**src/rtl/flow_pkg.sv**
```systemverilog
package flow_pkg;
  // feature byte bit positions (decoded by the host register block)
  localparam int CTS_EN_BIT = 7;
  localparam int RTS_EN_BIT = 6;
  localparam logic [7:0] CTL_USED = 8'(1 << CTS_EN_BIT) | 8'(1 << RTS_EN_BIT);

  // threshold nibble geometry
  localparam int TH_W     = 4;
  localparam int STEP_SH  = 2;            // nibble * 4
  localparam int TBYTES_W = TH_W + STEP_SH;

  function automatic logic [TBYTES_W-1:0] nib_to_bytes(input logic [TH_W-1:0] nib);
    return {nib, {STEP_SH{1'b0}}};
  endfunction
endpackage

```
**src/rtl/flow_sync.sv**
```systemverilog
module flow_sync #(
  parameter int   STAGES  = 2,
  parameter logic RST_VAL = 1'b1
) (
  input  logic clk,
  input  logic rst_n,
  input  logic d,
  output logic q
);
  logic [STAGES-1:0] chain;

  generate
    for (genvar s = 0; s < STAGES; s++) begin : g_stage
      always_ff @(posedge clk or negedge rst_n) begin
        if (!rst_n) chain[s] <= RST_VAL;
        else if (s == 0) chain[s] <= d;
        else chain[s] <= chain[(s == 0) ? 0 : s-1];
      end
    end
  endgenerate

  assign q = chain[STAGES-1];
endmodule

```
**src/rtl/rts_hyst.sv**
```systemverilog
module rts_hyst
  import flow_pkg::*;
#(
  parameter int LVL_W = 7
) (
  input  logic             clk,
  input  logic             rst_n,
  input  logic             auto_en,
  input  logic             host_assert,
  input  logic [LVL_W-1:0] level,
  input  logic [7:0]       thr,
  output logic             rts_n,
  output logic             halted,
  output logic             at_halt,
  output logic             at_resume
);
  localparam int CW = (LVL_W > TBYTES_W) ? LVL_W + 1 : TBYTES_W + 1;

  logic [CW-1:0] lvl_x, halt_x, res_x;
  logic          halted_d;

  assign lvl_x  = CW'(level);
  assign halt_x = CW'(nib_to_bytes(thr[TH_W-1:0]));
  assign res_x  = CW'(nib_to_bytes(thr[2*TH_W-1:TH_W]));

  assign at_halt   = (lvl_x >= halt_x);
  assign at_resume = (lvl_x <= res_x);

  // halt has priority; between thresholds the state holds
  always_comb begin
    if (at_halt)        halted_d = 1'b1;
    else if (at_resume) halted_d = 1'b0;
    else                halted_d = halted;
  end

  always_ff @(posedge clk or negedge rst_n) begin
    if (!rst_n) begin
      halted <= 1'b0;
      rts_n  <= 1'b1;
    end else begin
      halted <= halted_d;
      rts_n  <= auto_en ? halted_d : ~host_assert;
    end
  end
endmodule

```
**src/rtl/rise_pulse.sv**
```systemverilog
module rise_pulse (
  input  logic clk,
  input  logic rst_n,
  input  logic sig,
  output logic pulse
);
  logic prev;

  always_ff @(posedge clk or negedge rst_n) begin
    if (!rst_n) prev <= 1'b1;
    else        prev <= sig;
  end

  assign pulse = sig & ~prev;
endmodule

```
**src/rtl/hw_flow_ctrl.sv**
```systemverilog
module hw_flow_ctrl
  import flow_pkg::*;
#(
  parameter int LVL_W       = 7,
  parameter int SYNC_STAGES = 2
) (
  input  logic             clk,
  input  logic             rst_n,
  input  logic [7:0]       feat_ctl,
  input  logic [7:0]       thr_reg,
  input  logic [LVL_W-1:0] rx_level,
  input  logic             host_rts,
  input  logic             cts_n,
  input  logic             tx_in_char,
  output logic             rts_n,
  output logic             tx_permit,
  output logic             cos_pulse
);
  logic auto_rts_en, auto_cts_en;
  logic cts_sync_n;
  logic halted, at_halt, at_resume;
  logic rts_rise, cts_rise;
  logic unused_ctl;

  assign auto_rts_en = feat_ctl[RTS_EN_BIT];
  assign auto_cts_en = feat_ctl[CTS_EN_BIT];
  assign unused_ctl  = ^(feat_ctl & ~CTL_USED);

  flow_sync #(.STAGES(SYNC_STAGES), .RST_VAL(1'b1)) u_sync (
    .clk(clk), .rst_n(rst_n), .d(cts_n), .q(cts_sync_n)
  );

  rts_hyst #(.LVL_W(LVL_W)) u_rts (
    .clk(clk), .rst_n(rst_n), .auto_en(auto_rts_en), .host_assert(host_rts),
    .level(rx_level), .thr(thr_reg), .rts_n(rts_n), .halted(halted),
    .at_halt(at_halt), .at_resume(at_resume)
  );

  // character start gate: an in-flight character always completes
  assign tx_permit = ~auto_cts_en | ~cts_sync_n | tx_in_char;

  rise_pulse u_rts_edge (.clk(clk), .rst_n(rst_n), .sig(rts_n),      .pulse(rts_rise));
  rise_pulse u_cts_edge (.clk(clk), .rst_n(rst_n), .sig(cts_sync_n), .pulse(cts_rise));

  assign cos_pulse = rts_rise | cts_rise;
endmodule

```
**config.mk**
```make
export PLATFORM = sky130hd
export DESIGN_NAME = hw_flow_ctrl
export DESIGN_NICKNAME = d
export VERILOG_FILES = /design/src/rtl/flow_pkg.sv /design/src/rtl/flow_sync.sv /design/src/rtl/rts_hyst.sv /design/src/rtl/rise_pulse.sv /design/src/rtl/hw_flow_ctrl.sv
export SDC_FILE = /design/constraint.sdc
export NUM_CORES = 1
export LEC_CHECK = 0
export ABC_AREA = 1
export BUFFER_PORTS_ARGS = -buffer_cell sky130_fd_sc_hd__buf_2
export CORE_AREA = 4 4 41 43
export DETAILED_ROUTE_END_ITERATION = 6
export DIE_AREA = 0 0 45 47
export GPL_ROUTABILITY_DRIVEN = 0
export PLACE_DENSITY = 0.77
export SLEW_MARGIN = 20
export SYNTH_ARGS = -nofsm -noshare
export SYNTH_HDL_FRONTEND = slang
export SYNTH_SLANG_ARGS = --single-unit
```
**constraint.sdc**
```tcl
create_clock -name clk -period 1 [get_ports clk]
set_input_delay 0.15 -clock clk [delete_from_list [all_inputs] [get_ports clk]]
set_output_delay 0.15 -clock clk [all_outputs]
set_load 0.005 [all_outputs]
```
==> results of run 1 <==
==> synth_stat cells <==
cell                      count  share of area, %
sky130_fd_sc_hd__nand2_1     15                13
sky130_fd_sc_hd__inv_1       14                12
sky130_fd_sc_hd__ha_1         8                23
sky130_fd_sc_hd__nor2_1       8               6.8
sky130_fd_sc_hd__dfstp_2      5                30
sky130_fd_sc_hd__nand3_1      5               5.7
sky130_fd_sc_hd__a21oi_1      1               1.1
sky130_fd_sc_hd__dfrtp_1      1               5.7
sky130_fd_sc_hd__inv_2        1              0.85
sky130_fd_sc_hd__o22ai_1      1               1.4
sky130_fd_sc_hd__or2_2        1               1.4
==> where the power goes <==
group / switching, mW / internal (mW) / total (mW) / leakage [nW]
clock: 0.0881 / 0.151 / 0.239 / 0.0150
combinational: 0.0790 / 0.0872 / 0.166 / 0.309
sequential: 0.00738 / 0.270 / 0.278 / 0.0621
==> cell usage in the layout (no fill, tap or decap) <==
cell,count
sky130_fd_sc_hd__clkbuf_1,1
sky130_fd_sc_hd__ha_1,8
sky130_fd_sc_hd__nor2_1,6
sky130_fd_sc_hd__nor2_2,2
sky130_fd_sc_hd__inv_1,13
sky130_fd_sc_hd__dlygate4sd3_1,2
sky130_fd_sc_hd__or2_2,1
sky130_fd_sc_hd__nand2_1,15
sky130_fd_sc_hd__buf_2,24
sky130_fd_sc_hd__a21oi_1,1
sky130_fd_sc_hd__dfrtp_1,1
sky130_fd_sc_hd__inv_2,2
sky130_fd_sc_hd__dfstp_2,5
sky130_fd_sc_hd__o22ai_2,1
sky130_fd_sc_hd__clkbuf_4,3
sky130_fd_sc_hd__nand3_1,5
sky130_fd_sc_hd__buf_4,1
==> worst reg2reg max path, stage by stage (launching register included) <==
cell and delay (ps):
sky130_fd_sc_hd__dfrtp_1 320, sky130_fd_sc_hd__inv_1 40, sky130_fd_sc_hd__nor2_1 100, sky130_fd_sc_hd__nand2_1 60
sky130_fd_sc_hd__nand2_1 70, sky130_fd_sc_hd__nand2_1 50, sky130_fd_sc_hd__nand2_1 50
==> sequential cells by signal (all words and copies together) (netlist names) <==
register,cells
u_cts_edge.prev,1
u_rts.halted,1
u_rts.rts_n,1
u_rts_edge.prev,1
u_sync.chain,1
u_sync.q,1
==> cell type report <==
type / instances / area, um2 / share of cell area (%)
flip-flops and latches: 6 / 156.4 / 24.22
clock buffers: 4 / 26.28 / 4.070
inverters: 15 / 56.30 / 8.721
repair buffers: 27 / 147.6 / 22.87
multi-input cells: 39 / 240.2 / 37.21
well taps: 15 / 18.77 / 2.907
==> metrics by stage <==
step           utilization [%]  cells  setup WS, ps
6_report                 49.62    106        -204.3
5_1_grt                  49.62    106        -260.3
4_1_cts                  48.75    106        -228.7
3_5_place_dp             44.62     99        -182.7
3_3_place_gp             44.62     99        -123.7
2_1_floorplan                -     60         32.99
==> layer usage <==
metal  GRT usage, %  vias up  part of all wire (%)
li1               -      244                     -
met1          9.491      184                    41
met2          14.69       12                    53
met3          4.598        0                   6.5
met4          5.263        0                     0
met5              0        -                     0
==> kinds of logic after synthesis <==
| logic type | count (synthesis) |
|---|---|
| AO/OA/AOI/OAI | 2 |
| adder cells (fa/ha/maj) | 8 |
| buffers and inverters | 15 |
| flip-flops | 6 |
| AND/OR/NAND/NOR | 29 |
==> worst min path at each step <==
stage / startpoint / end / slack [ps] / depth (start not counted)
detailed placement: rst_n / u_rts.halted / -20 / 1
global placement: rst_n / u_rts.halted / -30 / 1
CTS: feat_ctl[6] / u_rts.rts_n / 100 / 3
floorplan: rst_n / u_rts.halted / -150 / 0
global route: feat_ctl[6] / u_rts.rts_n / 100 / 3
finish: feat_ctl[6] / u_rts.rts_n / 110 / 3
==> timing repair <==
item | CTS | global route
buffers inserted | 1 | 0
hold buffers | 2 | 0
resized for setup | 1 | 3
hold endpoints to repair | 7 | 0
endpoints found under the setup margin | 3 | 4
pin swaps | 1 | 1
==> impl_results.rst, run 1 <==
.. list-table::
   :header-rows: 1

   * - Metric
     - Value
   * - Initial Utilization
     - 33.94%
   * - Crit path kind
     - reg2out
   * - Multiplexer area fraction after synthesis
     - 0%
   * - Post-detailed-routing wire length
     - 889 um
   * - Vertical extent of the die
     - 47 um
   * - Slowest cell on the critical path
     - sky130_fd_sc_hd__dfstp_2
   * - Clk Tree Root Cell
     - sky130_fd_sc_hd__clkbuf_4
   * - Hold violation count in the final report
     - 0
   * - Final critical path time including I/O delays and setup
     - 1204 ps
   * - Biggest cell delay along the critical path
     - 530 ps
   * - Cell area after placement
     - 580.6 um2
   * - Maximum clock path buffer count
     - 2
   * - Placeable core region
     - 1301 um2
   * - Via count
     - 440
   * - Gate Count Post-Synth
     - 60
   * - Crit path buf inv count
     - 2
   * - Reg-to-reg startpoint
     - u_rts.halted
   * - H-Tree Depth
     - 1
   * - Worst setup margin
     - -204.3 ps
   * - Leakage Power
     - 0.3864 nW
   * - Pwr Density
     - 1058 nW/um2
   * - Number of unique standard cell types used by synthesis
     - 11
   * - Per-cell via count in the routed design
     - 4.151
   * - Clock transition at the register clock pins on the worst setup and hold paths after CTS
     - 50 ps
   * - Post-Synth Simple-Gate Area
     - 26.63%
   * - Layout net count
     - 128
   * - Violations in the final reports
     - setup timing
   * - Tot Pwr
     - 683.2 uW
   * - Die Footprint
     - 2115 um2
   * - Sequential area share after synthesis
     - 35.41%
   * - Highest achievable clock rate
     - 830.3 MHz
   * - Crit share post-route
     - 120.4%
   * - Final setup vio count
     - 3
   * - Compound-gate portion of the synthesized area
     - 2.550%
   * - Count of maximum capacitance violations
     - 0
   * - Quantity of I/O buffers inserted on ports
     - 24
   * - Fill cell count
     - 143
   * - Insertion delay of the later-clocked pin in the worst-skew pair
     - 240 ps
   * - Pin slew with the least headroom to its limit
     - 127.2 ps
   * - Hpwl dp
     - 744.9 um
   * - Category of the worst setup path capture point
     - output pin
   * - Number of antenna violations at the first check in global routing
     - 0
   * - Vias in the first global route
     - 355
   * - Number of routed nets with antenna violations
     - 0
   * - Wirelength per Cell
     - 8.387 um
   * - Cell count of the worst reg-to-reg path
     - 6
   * - Worst setup path start
     - u_sync.q
   * - Syn avg cell area
     - 7.361 um2
   * - DIE WIDTH
     - 45 um
   * - Final cell area excluding filler cells
     - 645.6 um2
   * - Max IR drop VDD
     - 0.9106 mV
   * - CTS tree
     - yes
   * - Synth-to-Final Area Change
     - 46.18%
   * - Post-synthesis xor/xnor area fraction
     - 0%
   * - RSZ-0062 raised after global routing
     - yes
   * - Instance count on the critical path
     - 3
   * - Adder and majority cell fraction of the synthesized area
     - 22.66%
   * - Synth Warn #
     - 0
   * - GRT Util Overall
     - 9.062%
   * - Global-route congestion overflow total
     - 0
   * - Worst hold-check slack
     - 106.9 ps
   * - Status
     - finished with violations
   * - Main combinational cell family by area after synthesis
     - simple AND/OR/NAND/NOR gates
   * - Fin Setup TNS
     - -424.7 ps
   * - FF-to-FF End
     - u_rts.rts_n
   * - Top fanout value on the critical path
     - 2
   * - CP arrival
     - 1050 ps
   * - Netlist area before placement
     - 441.7 um2
   * - Maximum number of pins on one net before global-route repair
     - 7
   * - Violation count after the first detailed-routing iteration
     - 5
   * - Detailed Routing Iterations Pass 1
     - 4
   * - Setup Skew
     - 2.787 ps
   * - Wire length of the first global-routing pass
     - 1331 um
   * - Startpoint types
     - flop
   * - Worst slew slack as a fraction of its limit
     - 91.49%
   * - CP required
     - 850 ps
   * - Number of remaining DRC errors
     - 0
   * - Number of primary I/O pins
     - 31
   * - Post-Syn Nets
     - 96
   * - Worst setup endpoint
     - cos_pulse
   * - Number of buffers created by CTS
     - 3
   * - Fraction of final layout cells sized beyond drive strength 1
     - 42.86%
   * - Critical Path, Cell by Cell
     - inv_2, o22ai_2, buf_2
   * - Sinks on Clock Net
     - 6
   * - Number of synthesized register bits
     - 6
   * - Delay-heaviest family, CP
     - flip-flops
   * - Min-delay worst type
     - in2reg
   * - Number of standard-cell rows in the floorplan
     - 13
   * - FF-to-FF setup slack
     - 260 ps
   * - Pins over their slew limit
     - 0
   * - Antenna diodes
     - 0
Note: power is estimated with default switching activity, not from simulation.
==> run 2, diff against run 1 <==
--- a/config.mk
+++ b/config.mk
@@ -5,13 +5,12 @@
 export SDC_FILE = /design/constraint.sdc
 export NUM_CORES = 1
 export LEC_CHECK = 0
-export ABC_AREA = 1
 export BUFFER_PORTS_ARGS = -buffer_cell sky130_fd_sc_hd__buf_2
 export CORE_AREA = 4 4 41 43
 export DETAILED_ROUTE_END_ITERATION = 6
 export DIE_AREA = 0 0 45 47
 export GPL_ROUTABILITY_DRIVEN = 0
-export PLACE_DENSITY = 0.77
+export PLACE_DENSITY = 0.75
 export SLEW_MARGIN = 20
 export SYNTH_ARGS = -nofsm -noshare
 export SYNTH_HDL_FRONTEND = slang
==> run 2 against run 1 <==
The run still ends with setup timing left. Flip-flop and latch count did not move. Register-to-register slack worse by 30 ps. Sequential share of layout area shrank 4.4 points. Via count shrank 6.4%. First-iteration DRC count up 40%. Combinational power up 51%. Die area stayed put. Critical endpoint unchanged.
==> impl_results.rst, run 2 <==
.. list-table::
   :header-rows: 1

   * - Metric
     - Value
   * - Per-cell via count in the routed design
     - 4.578 (+10%)
   * - Violation count after the first detailed-routing iteration
     - 7 (+2)
   * - Global-route congestion overflow total
     - 0 (unchanged)
   * - Final setup vio count
     - 5 (+2)
   * - CP arrival
     - 1060 ps (about the same)
   * - Final critical path time including I/O delays and setup
     - 1211 ps (+6.295 ps)
   * - Placeable core region
     - 1301 um2 (unchanged)
   * - Main area contributors after synthesis
     - sky130_fd_sc_hd__dfstp_2 (32%), sky130_fd_sc_hd__ha_1 (24%), sky130_fd_sc_hd__inv_1 (8.1%), sky130_fd_sc_hd__dfrtp_1 (6.0%), sky130_fd_sc_hd__a2111oi_2 (3.6%)
   * - Maximum number of pins on one net before global-route repair
     - 7 (unchanged)
   * - Wire length of the first global-routing pass
     - 1642 um (+23%)
   * - Wirelength per Cell
     - 12.17 um (+45%)
   * - Number of synthesized flops with an enable pin
     - 0 (unchanged)
   * - Syn avg cell area
     - 10.16 um2 (+38%)
   * - Number of synthesized register bits
     - 6 (unchanged)
   * - Delay-heaviest family, CP
     - flip-flops
   * - Worst slew slack as a fraction of its limit
     - 80.47% (-11 points)
   * - Clock transition at the register clock pins on the worst setup and hold paths after CTS
     - 50 ps (about the same)
   * - Pwr Density
     - 972.9 nW/um2 (-8.1%)
   * - Worst hold-check slack
     - 78.15 ps (-28.73 ps)
   * - Hpwl dp
     - 838.1 um (+13%)
   * - Cell area after placement
     - 613.1 um2 (+5.6%)
   * - Leading cell types by count after synthesis
     - sky130_fd_sc_hd__inv_1 (9), sky130_fd_sc_hd__ha_1 (8), sky130_fd_sc_hd__dfstp_2 (5)
   * - Top fanout value on the critical path
     - 3 (+1)
   * - Netlist area before placement
     - 416.7 um2 (-5.7%)
   * - Pin slew with the least headroom to its limit
     - 292.9 ps (+165.7 ps)
   * - Initial Utilization
     - 32.02% (-1.9 points)
   * - Fill cell count
     - 119 (-17%)
   * - Startpoint types
     - flop
   * - Leakage Power
     - 0.3698 nW (-4.3%)
   * - Worst setup margin
     - -210.6 ps (-6.295 ps)
   * - Number of standard-cell rows in the floorplan
     - 13 (unchanged)
   * - Tot Pwr
     - 765.7 uW (+12%)
   * - Number of remaining DRC errors
     - 0 (unchanged)
   * - Crit path kind
     - reg2out
   * - Sinks on Clock Net
     - 6 (unchanged)
   * - Violations in the final reports
     - setup timing
   * - Proportion of register bits with asynchronous set or reset after synthesis
     - 100.0% (unchanged)
   * - Highest achievable clock rate
     - 826.0 MHz (-0.52%)
   * - Sequential area share after synthesis
     - 37.54% (+2.1 points)
   * - GRT Util Overall
     - 11.36% (+2.3 points)
   * - CP required
     - 850 ps (about the same)
   * - CTS tree
     - yes
   * - Synth-to-Final Area Change
     - 88.89%
   * - Quantity of I/O buffers inserted on ports
     - 24 (unchanged)
   * - Biggest cell delay along the critical path
     - 550 ps (+20 ps)
   * - RSZ-0062 raised after global routing
     - yes
   * - Most frequent standard cell in the layout excluding fill and tap cells
     - sky130_fd_sc_hd__buf_2
   * - Insertion delay of the later-clocked pin in the worst-skew pair
     - 240 ps (about the same)
   * - Vias in the first global route
     - 417 (+17%)
   * - Most frequent cells in the layout
     - sky130_fd_sc_hd__buf_2 (19), sky130_fd_sc_hd__inv_1 (6), sky130_fd_sc_hd__ha_4 (5), sky130_fd_sc_hd__dfstp_2 (5)
   * - H-Tree Depth
     - 1 (unchanged)
   * - Prevailing post-synth register cell
     - sky130_fd_sc_hd__dfstp_2
   * - Layout net count
     - 112 (-13%)
   * - Count of maximum capacitance violations
     - 0 (unchanged)
   * - Fraction of final layout cells sized beyond drive strength 1
     - 68.00% (+25 points)
   * - Clk Tree Root Cell
     - sky130_fd_sc_hd__clkbuf_4
   * - Final cell area excluding filler cells
     - 787.0 um2 (+22%)
   * - Post-detailed-routing wire length
     - 1095 um (+23%)
   * - Number of buffers created by CTS
     - 3 (unchanged)
   * - Via count
     - 412 (-6.4%)
   * - Detailed Routing Iterations Pass 1
     - 4 (unchanged)
   * - Pre-CTS setup slack
     - -421.4 ps (-238.6 ps)
   * - Slowest cell on the critical path
     - sky130_fd_sc_hd__dfstp_2
   * - Post-Syn Nets
     - 77 (-20%)
   * - Gate Count Post-Synth
     - 41 (-32%)
   * - Pins over their slew limit
     - 0 (unchanged)
   * - Number of antenna violations at the first check in global routing
     - 0 (unchanged)
   * - Min-delay worst type
     - in2reg
   * - Hold violation count in the final report
     - 0 (unchanged)
   * - Maximum clock path buffer count
     - 2 (unchanged)
   * - Number of unique standard cell types used by synthesis
     - 21 (+10)
   * - Top cell type's share of synthesized area
     - 31.53% (+1.8 points)
   * - Crit share post-route
     - 121.1% (+0.63 points)
   * - Status
     - finished with violations
   * - Die Footprint
     - 2115 um2 (unchanged)
   * - Antenna diodes
     - 0 (unchanged)
   * - Number of primary I/O pins
     - 31 (unchanged)
   * - Critical Path, Cell by Cell
     - inv_1, o22ai_1, buf_2
   * - Vertical extent of the die
     - 47 um (unchanged)
   * - Category of the worst setup path capture point
     - output pin
   * - Synth Warn #
     - 0 (unchanged)
   * - Max IR drop VDD
     - 0.3399 mV (-63%)
   * - Crit path buf inv count
     - 2 (unchanged)
   * - Number of routed nets with antenna violations
     - 0 (unchanged)
   * - Library cell with the highest instance count after synthesis
     - sky130_fd_sc_hd__inv_1
   * - Cell type with the largest total area after synthesis
     - sky130_fd_sc_hd__dfstp_2
   * - DIE WIDTH
     - 45 um (unchanged)
   * - Setup Skew
     - 6.818 ps (+4.031 ps)
   * - FF-to-FF setup slack
     - 230 ps (-30 ps)
## run 2: cell type report
class | instances | area [um2] | area share, %
multi-input combinational | 26 | 331.6 | 42.13
timing repair buffer | 30 | 205.2 | 26.07
sequential | 6 | 156.4 | 19.87
inverter | 9 | 48.80 | 6.200
clock buffer | 4 | 26.28 | 3.339
tap | 15 | 18.77 | 2.385
## run 2: path summary, 6_finish.rpt
path | from | end | depth (start not counted)
max | u_rts.rts_n | cos_pulse | 3
max reg2reg | u_sync.q | u_cts_edge.prev | 2
min | feat_ctl[6] | u_rts.rts_n | 2
max in group asynchronous | rst_n | u_cts_edge.prev | 2
min in group asynchronous | rst_n | u_rts.halted | 2
min reg2reg | u_sync.chain[0] | u_sync.q | 0
## run 2: metrics by stage
stage          cells  util [%]  setup TNS [ps]
2_1_floorplan     41         -          -278.0
3_3_place_gp      81     47.12          -738.1
3_5_place_dp      81     47.12          -831.4
4_1_cts           89     55.96          -514.6
5_1_grt           90     60.48          -613.2
6_report          90     60.48          -417.7
## run 2: repair_timing
action                                 in CTS  in global routing
hold buffers                                2                  0
resized for setup                           9                 11
buffers inserted                            2                  1
pin swaps                                   8                 10
endpoints found under the hold margin       7                  0
setup endpoints to repair                   5                  5
## run 2: power breakdown
part	total (mW)	internal (mW)	switching, mW	leakage, nW
clock network	0.238	0.151	0.0872	0.0150
logic	0.250	0.146	0.104	0.293
registers	0.277	0.269	0.00820	0.0621
## run 2: kinds of logic after synthesis
family	count (synthesis)	share of synthesized area (%)
AO/OA/AOI/OAI	8	15.02
adder cells (fa/ha/maj)	8	24.02
buffers and inverters	9	8.108
flip-flops	6	37.54
AND/OR/NAND/NOR	10	15.32
## run 2: layer usage
metal	vias up	track usage, %	wire, um	share of wire [%]
met5	-	0	0	0
met4	0	11.70	0	0
met3	0	4.598	103	9.4
met2	16	20.06	632	58
met1	184	9.238	359	33
li1	212	-	-	-
